[src/rtl/spi_clkdiv_pkg.sv]
package spi_clkdiv_pkg;

    parameter int unsigned SCD_DIV_W   = 8;
    parameter int unsigned SCD_EXP_MAX = 15;
    localparam int unsigned SCD_EXP_W  = $clog2(SCD_EXP_MAX + 1);
    localparam int unsigned SCD_CNT_W  =
        (SCD_EXP_MAX > SCD_DIV_W) ? SCD_EXP_MAX : SCD_DIV_W;

    typedef enum logic {
        LAW_EXP = 1'b0,
        LAW_LIN = 1'b1
    } law_e;

    typedef struct packed {
        law_e                 law;
        logic [SCD_DIV_W-1:0] div;
        logic                 cpol;
        logic                 cpha;
    } cfg_t;

    localparam cfg_t CFG_RESET = '{law: LAW_EXP, div: '0, cpol: 1'b0, cpha: 1'b0};

    // Half period minus one, in bus cycles, for a latched configuration.
    function automatic logic [SCD_CNT_W-1:0] half_minus_one(cfg_t c);
        logic [SCD_EXP_W-1:0] e;
        logic [SCD_CNT_W:0]   wide;
        if (c.law == LAW_EXP) begin
            if (c.div > SCD_DIV_W'(SCD_EXP_MAX))
                e = SCD_EXP_W'(SCD_EXP_MAX);
            else
                e = c.div[SCD_EXP_W-1:0];
            wide = ((SCD_CNT_W+1)'(1) << e) - (SCD_CNT_W+1)'(1);
        end else begin
            wide = (SCD_CNT_W+1)'(c.div);
        end
        return wide[SCD_CNT_W-1:0];
    endfunction

endpackage

[src/rtl/spi_clkdiv_cfg.sv]
module spi_clkdiv_cfg
    import spi_clkdiv_pkg::*;
(
    input  logic                 clk,
    input  logic                 rst,
    input  logic                 en_i,
    input  logic                 law_i,
    input  logic [SCD_DIV_W-1:0] div_i,
    input  logic                 cpol_i,
    input  logic                 cpha_i,
    output cfg_t                 cfg_q,
    output logic                 en_q,
    output logic [SCD_CNT_W-1:0] half_m1_o
);

    cfg_t cfg_d;

    always_comb begin
        cfg_d      = cfg_q;
        if (!en_i) begin
            cfg_d.law  = law_e'(law_i);
            cfg_d.div  = div_i;
            cfg_d.cpol = cpol_i;
            cfg_d.cpha = cpha_i;
        end
    end

    always_ff @(posedge clk) begin
        if (rst) begin
            cfg_q <= CFG_RESET;
            en_q  <= 1'b0;
        end else begin
            cfg_q <= cfg_d;
            en_q  <= en_i;
        end
    end

    assign half_m1_o = half_minus_one(cfg_q);

endmodule

[src/rtl/spi_clkdiv_cnt.sv]
module spi_clkdiv_cnt
    import spi_clkdiv_pkg::*;
(
    input  logic                 clk,
    input  logic                 rst,
    input  logic                 active_i,
    input  logic [SCD_CNT_W-1:0] half_m1_i,
    output logic                 tick_o,
    output logic [SCD_CNT_W-1:0] cnt_q
);

    assign tick_o = active_i && (cnt_q == half_m1_i);

    always_ff @(posedge clk) begin
        if (rst || !active_i) begin
            cnt_q <= '0;
        end else if (tick_o) begin
            cnt_q <= '0;
        end else begin
            cnt_q <= cnt_q + SCD_CNT_W'(1);
        end
    end

endmodule

[src/rtl/spi_clkdiv_edge.sv]
module spi_clkdiv_edge (
    input  logic clk,
    input  logic rst,
    input  logic active_i,
    input  logic tick_i,
    input  logic cpol_i,
    input  logic cpha_i,
    output logic sclk_o,
    output logic launch_o,
    output logic sample_o
);

    logic lead_q;   // next toggle is a leading edge
    logic launch_side;

    assign launch_side = lead_q ^ cpha_i;
    assign launch_o    = tick_i &  launch_side;
    assign sample_o    = tick_i & ~launch_side;

    always_ff @(posedge clk) begin
        if (rst) begin
            sclk_o <= 1'b0;
            lead_q <= 1'b1;
        end else if (!active_i) begin
            sclk_o <= cpol_i;
            lead_q <= 1'b1;
        end else if (tick_i) begin
            sclk_o <= ~sclk_o;
            lead_q <= ~lead_q;
        end
    end

endmodule

[src/rtl/spi_clkdiv.sv]
module spi_clkdiv
    import spi_clkdiv_pkg::*;
(
    input  logic                 clk,
    input  logic                 rst,
    input  logic                 en_i,
    input  logic                 law_i,
    input  logic [SCD_DIV_W-1:0] div_i,
    input  logic                 cpol_i,
    input  logic                 cpha_i,
    input  logic                 frame_i,
    output logic                 tick_o,
    output logic                 sclk_o,
    output logic                 launch_o,
    output logic                 sample_o
);

    cfg_t                 cfg_q;
    logic                 en_q;
    logic                 active;
    logic [SCD_CNT_W-1:0] half_m1;
    logic [SCD_CNT_W-1:0] cnt_q;

    spi_clkdiv_cfg u_cfg (
        .clk       (clk),
        .rst       (rst),
        .en_i      (en_i),
        .law_i     (law_i),
        .div_i     (div_i),
        .cpol_i    (cpol_i),
        .cpha_i    (cpha_i),
        .cfg_q     (cfg_q),
        .en_q      (en_q),
        .half_m1_o (half_m1)
    );

    assign active = en_q && frame_i;

    spi_clkdiv_cnt u_cnt (
        .clk       (clk),
        .rst       (rst),
        .active_i  (active),
        .half_m1_i (half_m1),
        .tick_o    (tick_o),
        .cnt_q     (cnt_q)
    );

    spi_clkdiv_edge u_edge (
        .clk      (clk),
        .rst      (rst),
        .active_i (active),
        .tick_i   (tick_o),
        .cpol_i   (cfg_q.cpol),
        .cpha_i   (cfg_q.cpha),
        .sclk_o   (sclk_o),
        .launch_o (launch_o),
        .sample_o (sample_o)
    );

endmodule

[config.mk]
export PLATFORM = sky130hd
export DESIGN_NAME = spi_clkdiv
export DESIGN_NICKNAME = d
export VERILOG_FILES = /design/src/rtl/spi_clkdiv_pkg.sv /design/src/rtl/spi_clkdiv_cfg.sv /design/src/rtl/spi_clkdiv_cnt.sv /design/src/rtl/spi_clkdiv_edge.sv /design/src/rtl/spi_clkdiv.sv
export SDC_FILE = /design/constraint.sdc
export NUM_CORES = 1
export LEC_CHECK = 0
export BUFFER_PORTS_ARGS = -buffer_cell sky130_fd_sc_hd__buf_2
export CAP_MARGIN = 0
export CORE_MARGIN = 3
export CORE_UTILIZATION = 67
export CTS_BUF_LIST = sky130_fd_sc_hd__clkbuf_8
export DETAILED_ROUTE_END_ITERATION = 6
export PLACE_DENSITY = 0.9
export RECOVER_POWER = 25
export SYNTH_ARGS = -nofsm -noshare
export SYNTH_HDL_FRONTEND = slang
export SYNTH_SLANG_ARGS = --single-unit
[constraint.sdc]
create_clock -name clk -period 6.6 [get_ports clk]
set_clock_uncertainty 0.05 [all_clocks]
set_input_delay 0.33 -clock clk [delete_from_list [all_inputs] [get_ports clk]]
set_output_delay 0.33 -clock clk [all_outputs]
set_load 0.02 [all_outputs]
==> reports/results.tsv <==
metric	value	unit
status	completed	
yosys_register_bits	29	
synth_async_sr_flop_share	0	%
cp.arrival	4720	ps
syn-cell-area	2271	sq um
finalNetCount	306	
drive_gt1_share	17.24	%
maxCapViolations	0	
rr_worst_depth	11	
crit_path_end_kind	output pin	
cts_htree_levels	2	
hold_violations	0	
die-area	4124	sq um
cts_hold_buf	0	
synth_edf_count	0	
worst-setup-path-type	flop to output pin	
grt_pass1_wl	10.69	mm
synth_nets	306	
clock-sinks	29	
min_path_cells	3	
hold_path.class	input pin to flop	
cts_resized	0	
relSlewSlack	45.75	%
ys_seq_area_share	25.56	%
vias_per_cell	6.901	
avgSynthCellArea	7.858	sq um
initial_utilization	72.02	%
synthCells	289	
num_vias	2305	
grt_use_total	33.54	%
setup_tns	0	ps
clk_path_buf_depth	2	
wl	6.341	mm
worstMarginPinSlew	813.8	ps
dp_cells	326	
regToRegSetupSlack	2330	ps
fin_cells	334	
cts_buffers	5	
die_h	64.22	um
period_share	77.31	%
cellPowerDensity	183.1	nW/um^2
clk_pin_slew	70	ps
setup_viol	0	
cellLeakagePower	0.8733	nW
dr.first_iter.drc_count	393	
holdPathEnd	u_cfg.cfg_q[4]	
ys_warn_count	0	
cp-start-kind	flop	
pin_count	19	
r2r_end	u_cnt.cnt_q[7]	
grt_pass1_vias	2211	
portBuffers	18	
area_growth	5.510	%
globalplace.congestion	0.9573	
hpwlAfterDp	4.270	mm
fmax	196.0	MHz
ir_drop	202.5	uV
netlist.area_leader.share	25.56	%
synth_area_leaders	dfxtp_1 (26%), mux2i_1 (5.7%), xnor2_1 (4.6%), nor2_1 (4.5%), nor3_2 (4.4%)	
first_pass_iters	7	
synthFlopType	dfxtp_1	
period_minus_slack	5102	ps
fin_ws	1498	ps
fin_util	75.99	%
worstHoldStart	div_i[2]	
cp.required	6220	ps
antenna_cells	0	
layout_commonest_cell	dfxtp_1	
synth_cell_types	64	
cts_setup_buffers	0	
total_power	0.0004386	W
overflow	0	
slew_violations	0	
r2r-start	u_cfg.cfg_q[5]	
fp-row-count	20	
wire_per_inst	18.99	um
post-synth-top-area-cell	dfxtp_1	
clkLatencyLatePin	290	ps
layout_common_cells	dfxtp_1 (29), nor2_1 (27), nand2_1 (19), buf_2 (17), mux2i_1 (13)	
core_area	3153	sq um
rsz0062_at_grt	no	
critPathMaxFanout	22	
grt_max_degree	27	
cts_tree	built	
antenna_found_initial	0	
die_x	64.22	um
ant_nets	0	
clockRootBuffer	clkbuf_8	
drcViolationCount	0	
place_ws	1944	ps
flip-flops by register name, summed over array words and instances (netlist names):
register and count:
u_edge.lead_q 1, u_cfg.cfg_q 11, u_cnt.cnt_q 15, u_cfg.en_q 1, u_edge.sclk_o 1
through the flow:
step,cell area (sq um),hold slack [ps]
after floorplan,2271,351.6
after global placement,2311,444.1
after detailed placement,2311,483.7
after CTS,2397,224.1
after global routing,2396,235.6
final,2396,230.1
cell usage after synthesis (all sizes together), types with 4 or more instances:
| cell | count |
|---|---|
| a21oi | 10 |
| and3 | 5 |
| buf | 9 |
| clkbuf | 19 |
| dfxtp | 29 |
| inv | 9 |
| mux2i | 13 |
| nand2 | 19 |
| nand3 | 11 |
| nand4 | 6 |
| nand4b | 4 |
| nor2 | 27 |
| nor2b | 6 |
| nor3 | 23 |
| o21ai | 12 |
| o31ai | 4 |
| or4 | 4 |
| xnor2 | 12 |
| xor2 | 7 |
report_power, final:
part | internal [W] | total, W | switching [W]
Clock | 0.0000725 | 0.000145 | 0.0000729
Combinational | 0.0000417 | 0.000101 | 0.0000595
Sequential | 0.000180 | 0.000192 | 0.0000121
final cells by class:
type	count	area [sq um]
multi-input cells	223	1529
fillers	230	757.0
flip-flops and latches	29	580.6
repair buffers	21	111.4
clock buffers	5	68.82
well taps	44	55.05
inverters	9	33.78
clock inverters	3	17.52
worst max-delay path, stage by stage (launching register included):
cell and delay (ps):
dfxtp_1 770, inv_1 310, nand4_1 170, ha_1 610
nor2_1 190, a311oi_1 380, o221ai_1 180, a22o_1 270
or4_4 540, nor4_4 270, buf_4 290, and4_1 250
buf_2 190
logic make-up after synthesis:
| group | Yosys count | share of synthesized area (%) |
|---|---|---|
| AO/OA/AOI/OAI | 62 | 19.45 |
| buffers and inverters | 37 | 7.382 |
| XOR/XNOR | 19 | 7.328 |
| adder cells (fa/ha/maj) | 2 | 1.102 |
| AND/OR/NAND/NOR | 127 | 33.44 |
| multiplexers | 13 | 5.730 |
| flip-flops | 29 | 25.56 |
per-layer routing:
metal  share of wire [%]  global-route usage (%)  vias up
met5                   0                       0        -
met4                 5.1                   21.37        0
met3                 9.0                   9.315       39
met2                  47                   53.29      172
met1                  39                   39.52     1040
li1                    -                       -     1054
how the worst max path moves through the flow:
stage / from / to / cells past startpoint
3_5_place_dp: u_cfg.cfg_q[5] / launch_o / 12
4_1_cts: u_cfg.cfg_q[5] / sample_o / 12
5_1_grt: u_cfg.cfg_q[5] / launch_o / 12
2_1_floorplan: u_cfg.cfg_q[6] / launch_o / 14
3_3_place_gp: u_cfg.cfg_q[5] / launch_o / 12
6_report: u_cfg.cfg_q[5] / sample_o / 12
No activity file was read; power rests on OpenSTA's default activity.
